===== config.mk =====
export PLATFORM = sky130hd
export DESIGN_NAME = msi_snoop_ctrl
export DESIGN_NICKNAME = d
export VERILOG_FILES = /design/src/rtl/msi_snoop_ctrl.sv
export SDC_FILE = /design/constraint.sdc
export NUM_CORES = 1
export LEC_CHECK = 0
export CORE_AREA = 5 5 262 328
export CTS_BUF_LIST = sky130_fd_sc_hd__clkbuf_4
export CTS_CLUSTER_SIZE = 30
export DETAILED_ROUTE_END_ITERATION = 10
export DIE_AREA = 0 0 267 333
export HOLD_SLACK_MARGIN = 0.06
export PLACE_DENSITY_LB_ADDON = 0.1
export SLEW_MARGIN = 20
export SYNTH_ARGS = -nofsm -noshare
export SYNTH_HDL_FRONTEND = slang
export SYNTH_SLANG_ARGS = --single-unit

===== constraint.sdc =====
create_clock -name clk -period 5.2 [get_ports clk]
set_input_delay 0.78 -clock clk [delete_from_list [all_inputs] [get_ports clk]]
set_output_delay 0.78 -clock clk [all_outputs]
set_load 0.05 [all_outputs]

===== src/rtl/msi_snoop_ctrl.sv =====
module msi_snoop_ctrl #(
  parameter int ADDR_W = 16,
  parameter int DATA_W = 32,
  parameter int IDX_W  = 3
) (
  input  logic              clk,
  input  logic              rst_n,
  input  logic              cpu_req_valid,
  input  logic              cpu_req_write,
  input  logic [ADDR_W-1:0] cpu_req_addr,
  input  logic [DATA_W-1:0] cpu_req_wdata,
  output logic              cpu_ready,
  output logic [DATA_W-1:0] cpu_rdata,
  output logic              bus_req,
  input  logic              bus_gnt,
  output logic              bus_cmd_valid,
  output logic [1:0]        bus_cmd_type,
  output logic [ADDR_W-1:0] bus_cmd_addr,
  output logic [DATA_W-1:0] bus_cmd_data,
  input  logic              fill_valid,
  input  logic [DATA_W-1:0] fill_data,
  input  logic              snp_valid,
  input  logic [1:0]        snp_type,
  input  logic [ADDR_W-1:0] snp_addr,
  output logic              snp_sup_valid,
  output logic [DATA_W-1:0] snp_sup_data
);

  localparam int TAG_W = ADDR_W - IDX_W;
  localparam int LINES = 1 << IDX_W;
  localparam logic [1:0] T_RD  = 2'd0;
  localparam logic [1:0] T_WR  = 2'd1;
  localparam logic [1:0] T_INV = 2'd2;
  localparam logic [1:0] T_WB  = 2'd3;

  typedef enum logic [1:0] {L_I, L_S, L_M} line_st_t;
  typedef enum logic [2:0] {F_IDLE, F_WB, F_MISS, F_FILL, F_UPG} fsm_t;

  line_st_t          st_q  [LINES];
  logic [TAG_W-1:0]  tag_q [LINES];
  logic [DATA_W-1:0] dat_q [LINES];
  fsm_t              fsm_q;
  logic              done_q;

  logic [IDX_W-1:0] c_idx, s_idx;
  logic [TAG_W-1:0] c_tag, s_tag;
  line_st_t         c_st, s_st;
  logic             c_hit, s_hit;
  logic             snp_own_m, snp_take, issue, abort, accept;

  assign c_idx = cpu_req_addr[IDX_W-1:0];
  assign c_tag = cpu_req_addr[ADDR_W-1:IDX_W];
  assign s_idx = snp_addr[IDX_W-1:0];
  assign s_tag = snp_addr[ADDR_W-1:IDX_W];
  assign c_st  = st_q[c_idx];
  assign s_st  = st_q[s_idx];
  assign c_hit = (c_st != L_I) && (tag_q[c_idx] == c_tag);
  assign s_hit = (s_st != L_I) && (tag_q[s_idx] == s_tag);

  assign snp_own_m = snp_valid && s_hit && (s_st == L_M);
  assign snp_take  = snp_own_m && (snp_type == T_RD || snp_type == T_WR);

  assign bus_req = (fsm_q == F_WB) || (fsm_q == F_MISS) || (fsm_q == F_UPG);
  assign issue   = bus_req && bus_gnt && !snp_valid;
  assign abort   = snp_valid && (s_idx == c_idx);
  assign accept  = (fsm_q == F_IDLE) && cpu_req_valid && !done_q && !snp_valid;

  assign bus_cmd_valid = issue;
  assign bus_cmd_addr  = (fsm_q == F_WB) ? {tag_q[c_idx], c_idx} : cpu_req_addr;
  assign bus_cmd_data  = dat_q[c_idx];
  assign cpu_ready     = done_q;

  always_comb begin
    case (fsm_q)
      F_WB:    bus_cmd_type = T_WB;
      F_UPG:   bus_cmd_type = T_INV;
      default: bus_cmd_type = cpu_req_write ? T_WR : T_RD;
    endcase
  end

  always_ff @(posedge clk) begin
    if (!rst_n) begin
      fsm_q         <= F_IDLE;
      done_q        <= 1'b0;
      cpu_rdata     <= '0;
      snp_sup_valid <= 1'b0;
      snp_sup_data  <= '0;
      for (int i = 0; i < LINES; i++) st_q[i] <= L_I;
    end else begin
      done_q        <= 1'b0;
      snp_sup_valid <= snp_take;
      snp_sup_data  <= dat_q[s_idx];

      if (snp_valid && s_hit) begin
        case (snp_type)
          T_RD:        if (s_st == L_M) st_q[s_idx] <= L_S;
          T_WR, T_INV: st_q[s_idx] <= L_I;
          default:     ;
        endcase
      end

      case (fsm_q)
        F_IDLE: if (accept) begin
          if (c_hit) begin
            if (!cpu_req_write) begin
              done_q    <= 1'b1;
              cpu_rdata <= dat_q[c_idx];
            end else if (c_st == L_M) begin
              done_q <= 1'b1;
            end else begin
              fsm_q <= F_UPG;
            end
          end else begin
            fsm_q <= (c_st == L_M) ? F_WB : F_MISS;
          end
        end
        F_WB: begin
          if (abort) fsm_q <= F_IDLE;
          else if (issue) begin
            st_q[c_idx] <= L_I;
            fsm_q       <= F_MISS;
          end
        end
        F_MISS: begin
          if (abort) fsm_q <= F_IDLE;
          else if (issue) begin
            st_q[c_idx] <= L_I;
            fsm_q       <= F_FILL;
          end
        end
        F_FILL: if (fill_valid) begin
          st_q[c_idx] <= cpu_req_write ? L_M : L_S;
          cpu_rdata   <= fill_data;
          done_q      <= 1'b1;
          fsm_q       <= F_IDLE;
        end
        F_UPG: begin
          if (abort) fsm_q <= F_IDLE;
          else if (issue) begin
            st_q[c_idx] <= L_M;
            done_q      <= 1'b1;
            fsm_q       <= F_IDLE;
          end
        end
        default: fsm_q <= F_IDLE;
      endcase
    end
  end

  always_ff @(posedge clk) begin
    if (fsm_q == F_MISS && issue) tag_q[c_idx] <= c_tag;
    if (accept && c_hit && cpu_req_write && c_st == L_M) dat_q[c_idx] <= cpu_req_wdata;
    if (fsm_q == F_UPG && issue) dat_q[c_idx] <= cpu_req_wdata;
    if (fsm_q == F_FILL && fill_valid)
      dat_q[c_idx] <= cpu_req_write ? cpu_req_wdata : fill_data;
  end

endmodule


==> results.cfg <==
[synth]
ys.flop_type = edfxtp_1
ys_async_sr_fraction_pct = 0
syn_area_um2 = 20400
synth_cell_types = 71
synth_cells = 1504
ys.warnings.count = 0
ys_seq_area_share_pct = 62.2
syn_avg_cell_area_um2 = 13.5
yosys_register_bits = 445
synth_enable_flop_cells = 376
synthesis.nets = 1611

[min_path]
hp-start = rst_n
hp-class = input pin to register

[sta]
holdWs_ns = 0.274
grt_setup_unrepaired = no
fmax_mhz = 217
tns_ns = 0
finalSetupViolCount = 0
fin_skew_ns = 0.0734
fin_crit_sh_pct = 88.5
fin_crit_ns = 4.60
hold_viol = 0
slew_viol_final = 0
relSlewSlack_pct = 33.1
worst_pin_slew_ns = 0.993

[global_routing]
track_usage_pct = 19.1
gr-total-overflow = 0
antenna_found_initial = 2
grt_pass1_vias = 16600
grt_pass1_wl_mm = 122
grt_max_degree = 47

[floorplanning]
ios = 223
die_area_um2 = 88900
core_area_um2 = 82400
rows = 118
die_x_um = 267
die-height_um = 333
start_util_pct = 24.7

[detailed_routing]
dr.pass1.iters = 5
ant_nets = 0
drc = 0
vias_per_cell = 5.15
wl_per_cell_um = 29.0
drtIter0Drc = 1335
vias = 15500
routed_wl_mm = 87.2

[place]
place_congestion = 0.816
io_buffers = 222
hpwl_mm = 57.8

[layout]
syn_to_final_growth_pct = 27.4
nFillCells = 8364
multi_input_area_um2 = 7150
nets = 1935
drive_above_1_share_pct = 23.8
seq_area_um2 = 12700

[power_and_ir_drop]
leakage_nw = 8.82
p_int_mw = 6.25
power_frac_clock_pct = 38.1
powerDensity_nw_per_um2 = 347
power_mw = 8.99
p_comb_share_pct = 17.5
switchingPower_mw = 2.75
peakVddDrop_mv = 0.156
switching_share_pct = 30.5
power.share.sequential_pct = 44.5

[setup_path]
worstSetupEndpointType = output pin
reg2reg_from = tag_q[0][2]$_DFFE_PP_
critPathLaunch = fsm_q[0]$_SDFFE_PN0P_
crit_fanout = 14
worstSetupStartpointType = register
required_ns = 4.42
critPathKind = register to output pin
crit_arrival_ns = 3.82

[outcome]
status = finished, final reports clean

[cts]
h-tree-depth = 4
clk_latency_ns = 1.01
cts-root-buf = clkbuf_4
cts_setup_buffers = 0
numCtsBuffers = 131
cts.path.max_buffers = 3
clk_pin_slew_ns = 0.06
ctsResizeCount = 0
ctsHoldBuffers = 0
cts_num_sinks = 445
cts_tree = done

[flow_run]
cap_viol_max_count = 0
-- area by class of cell --
| type | instances | share of cell area (%) |
|---|---|---|
| timing repair buffer | 312 | 11.7 |
| clock inverter | 51 | 1.20 |
| inverter | 18 | 0.260 |
| multi-input combinational | 920 | 27.5 |
| tap | 1080 | 5.21 |
| antenna | 3 | 0.0289 |
| clock buffer | 182 | 5.27 |
| sequential | 445 | 48.8 |
-- critical path, stage by stage, from the launching register on --
cell and delay [ns]:
dfxtp_1 0.56, nor2b_1 0.33, nand2_1 0.47, buf_4 0.38
o21ai_0 0.26, clkdlybuf4s50_1 0.85
-- per-stage QoR --
stage	cell area, µm²	cells	setup slack, ns	utilization [%]
after floorplan	20400	1504	1.09	-
after global placement	24300	2775	0.630	29.5
after detailed placement	24300	2775	0.546	29.5
after CTS	25900	3008	0.371	31.5
after global routing	25900	3011	0.279	31.5
final	25900	3011	0.600	31.5
-- flip-flops by register name (all words and copies together), names as in the netlist --
signal	cells
dat_q	256
tag_q	104
cpu_rdata	32
snp_sup_data	32
st_q	16
fsm_q	3
cpu_ready	1
snp_sup_valid	1
-- final timing paths --
check / endpoint / slack, ns / cells past startpoint
hold reg to reg: cpu_rdata[21]$_SDFFE_PN0P_ / 0.46 / 2
hold / removal: snp_sup_data[16]$_SDFF_PN0_ / 0.27 / 2
setup reg to reg: dat_q[6][4]$_DFFE_PP_ / 1.74 / 10
setup / recovery: bus_cmd_addr[7] / 0.60 / 5
-- cells by family after synthesis --
| kind of cell | after synthesis | synth area share, % |
|---|---|---|
| AOI/OAI and AO/OA | 398 | 15.0 |
| xor gates and xnor gates | 30 | 1.29 |
| adders and majority gates | 2 | 0.123 |
| buffers and inverters | 139 | 3.10 |
| DFF | 445 | 62.2 |
| muxes | 167 | 10.6 |
| and+or+nand+nor | 323 | 7.75 |
-- layer usage --
| metal | global-route usage, % | vias up | share of wire (%) |
|---|---|---|---|
| li1 | - | 6763 | - |
| met1 | 22.9 | 7803 | 39 |
| met2 | 33.4 | 751 | 51 |
| met3 | 4.03 | 197 | 5.8 |
| met4 | 7.67 | 0 | 3.9 |
| met5 | 0 | - | 0 |
-- power by group through the flow --
stage               Combinational (mW)  Clock (mW)  Sequential (mW)
floorplan                        0.819           0             4.15
global placement                  1.60           0             4.08
detailed placement                1.60           0             4.08
CTS                               1.60        3.55             4.00
global route                      1.66        3.75             4.00
finish                            1.57        3.42             4.00
-- Yosys cell counts (all sizes together) (2+ instances only) --
| cell | instances | share of area, % |
|---|---|---|
| nand2 | 86 | 1.6 |
| a221o | 5 | 0.25 |
| or3 | 22 | 0.68 |
| mux4 | 33 | 3.6 |
| dfxtp | 69 | 6.8 |
| nor2b | 14 | 0.43 |
| o21ai | 37 | 0.91 |
| o221ai | 3 | 0.13 |
| a41oi | 21 | 0.90 |
| o22ai | 5 | 0.22 |
| a22oi | 201 | 7.4 |
| edfxtp | 376 | 55 |
| xnor2 | 23 | 0.99 |
| ha | 2 | 0.12 |
| a21o | 3 | 0.11 |
| o211ai | 16 | 0.59 |
| and3b | 3 | 0.13 |
| a22o | 24 | 1.0 |
| o32ai | 2 | 0.086 |
| buf | 40 | 1.3 |
| clkbuf | 81 | 1.5 |
| a211oi | 3 | 0.11 |
| mux2 | 52 | 2.9 |
| a31oi | 10 | 0.31 |
| inv | 18 | 0.33 |
| a221oi | 31 | 1.4 |
| nand4 | 23 | 0.71 |
| nand3 | 17 | 0.42 |
| nand2b | 17 | 0.52 |
| xor2 | 7 | 0.30 |
| nor2 | 95 | 1.8 |
| o2bb2ai | 3 | 0.13 |
| o31ai | 7 | 0.33 |
| a32oi | 2 | 0.086 |
| mux2i | 82 | 4.0 |
| a21oi | 14 | 0.34 |
| nor4 | 4 | 0.12 |
| and3 | 8 | 0.25 |
| and2 | 17 | 0.53 |
| or4 | 2 | 0.074 |
| nor3 | 8 | 0.25 |
| nor3b | 2 | 0.074 |
-- placed cells by master (no fill, tap or decap), types with 21 or more instances in the layout --
cell             synthesis  routed
clkbuf_4                 0     182
dfxtp_1                 69      69
buf_4                   10     103
mux2_2                  50      50
edfxtp_1               376     376
mux4_2                  33      33
mux2i_1                 82      82
nand2_1                 86      86
o21ai_0                 37      37
nor2_1                  94      79
xnor2_1                 23      23
or3_1                   22      22
clkdlybuf4s50_1          0     184
nand4_1                 23      23
a221oi_1                30      30
a41oi_1                 21      21
clkinv_1                 0      32
a22oi_1                200     200
a22o_1                  24      24
No activity file was read; power rests on OpenSTA's default activity.
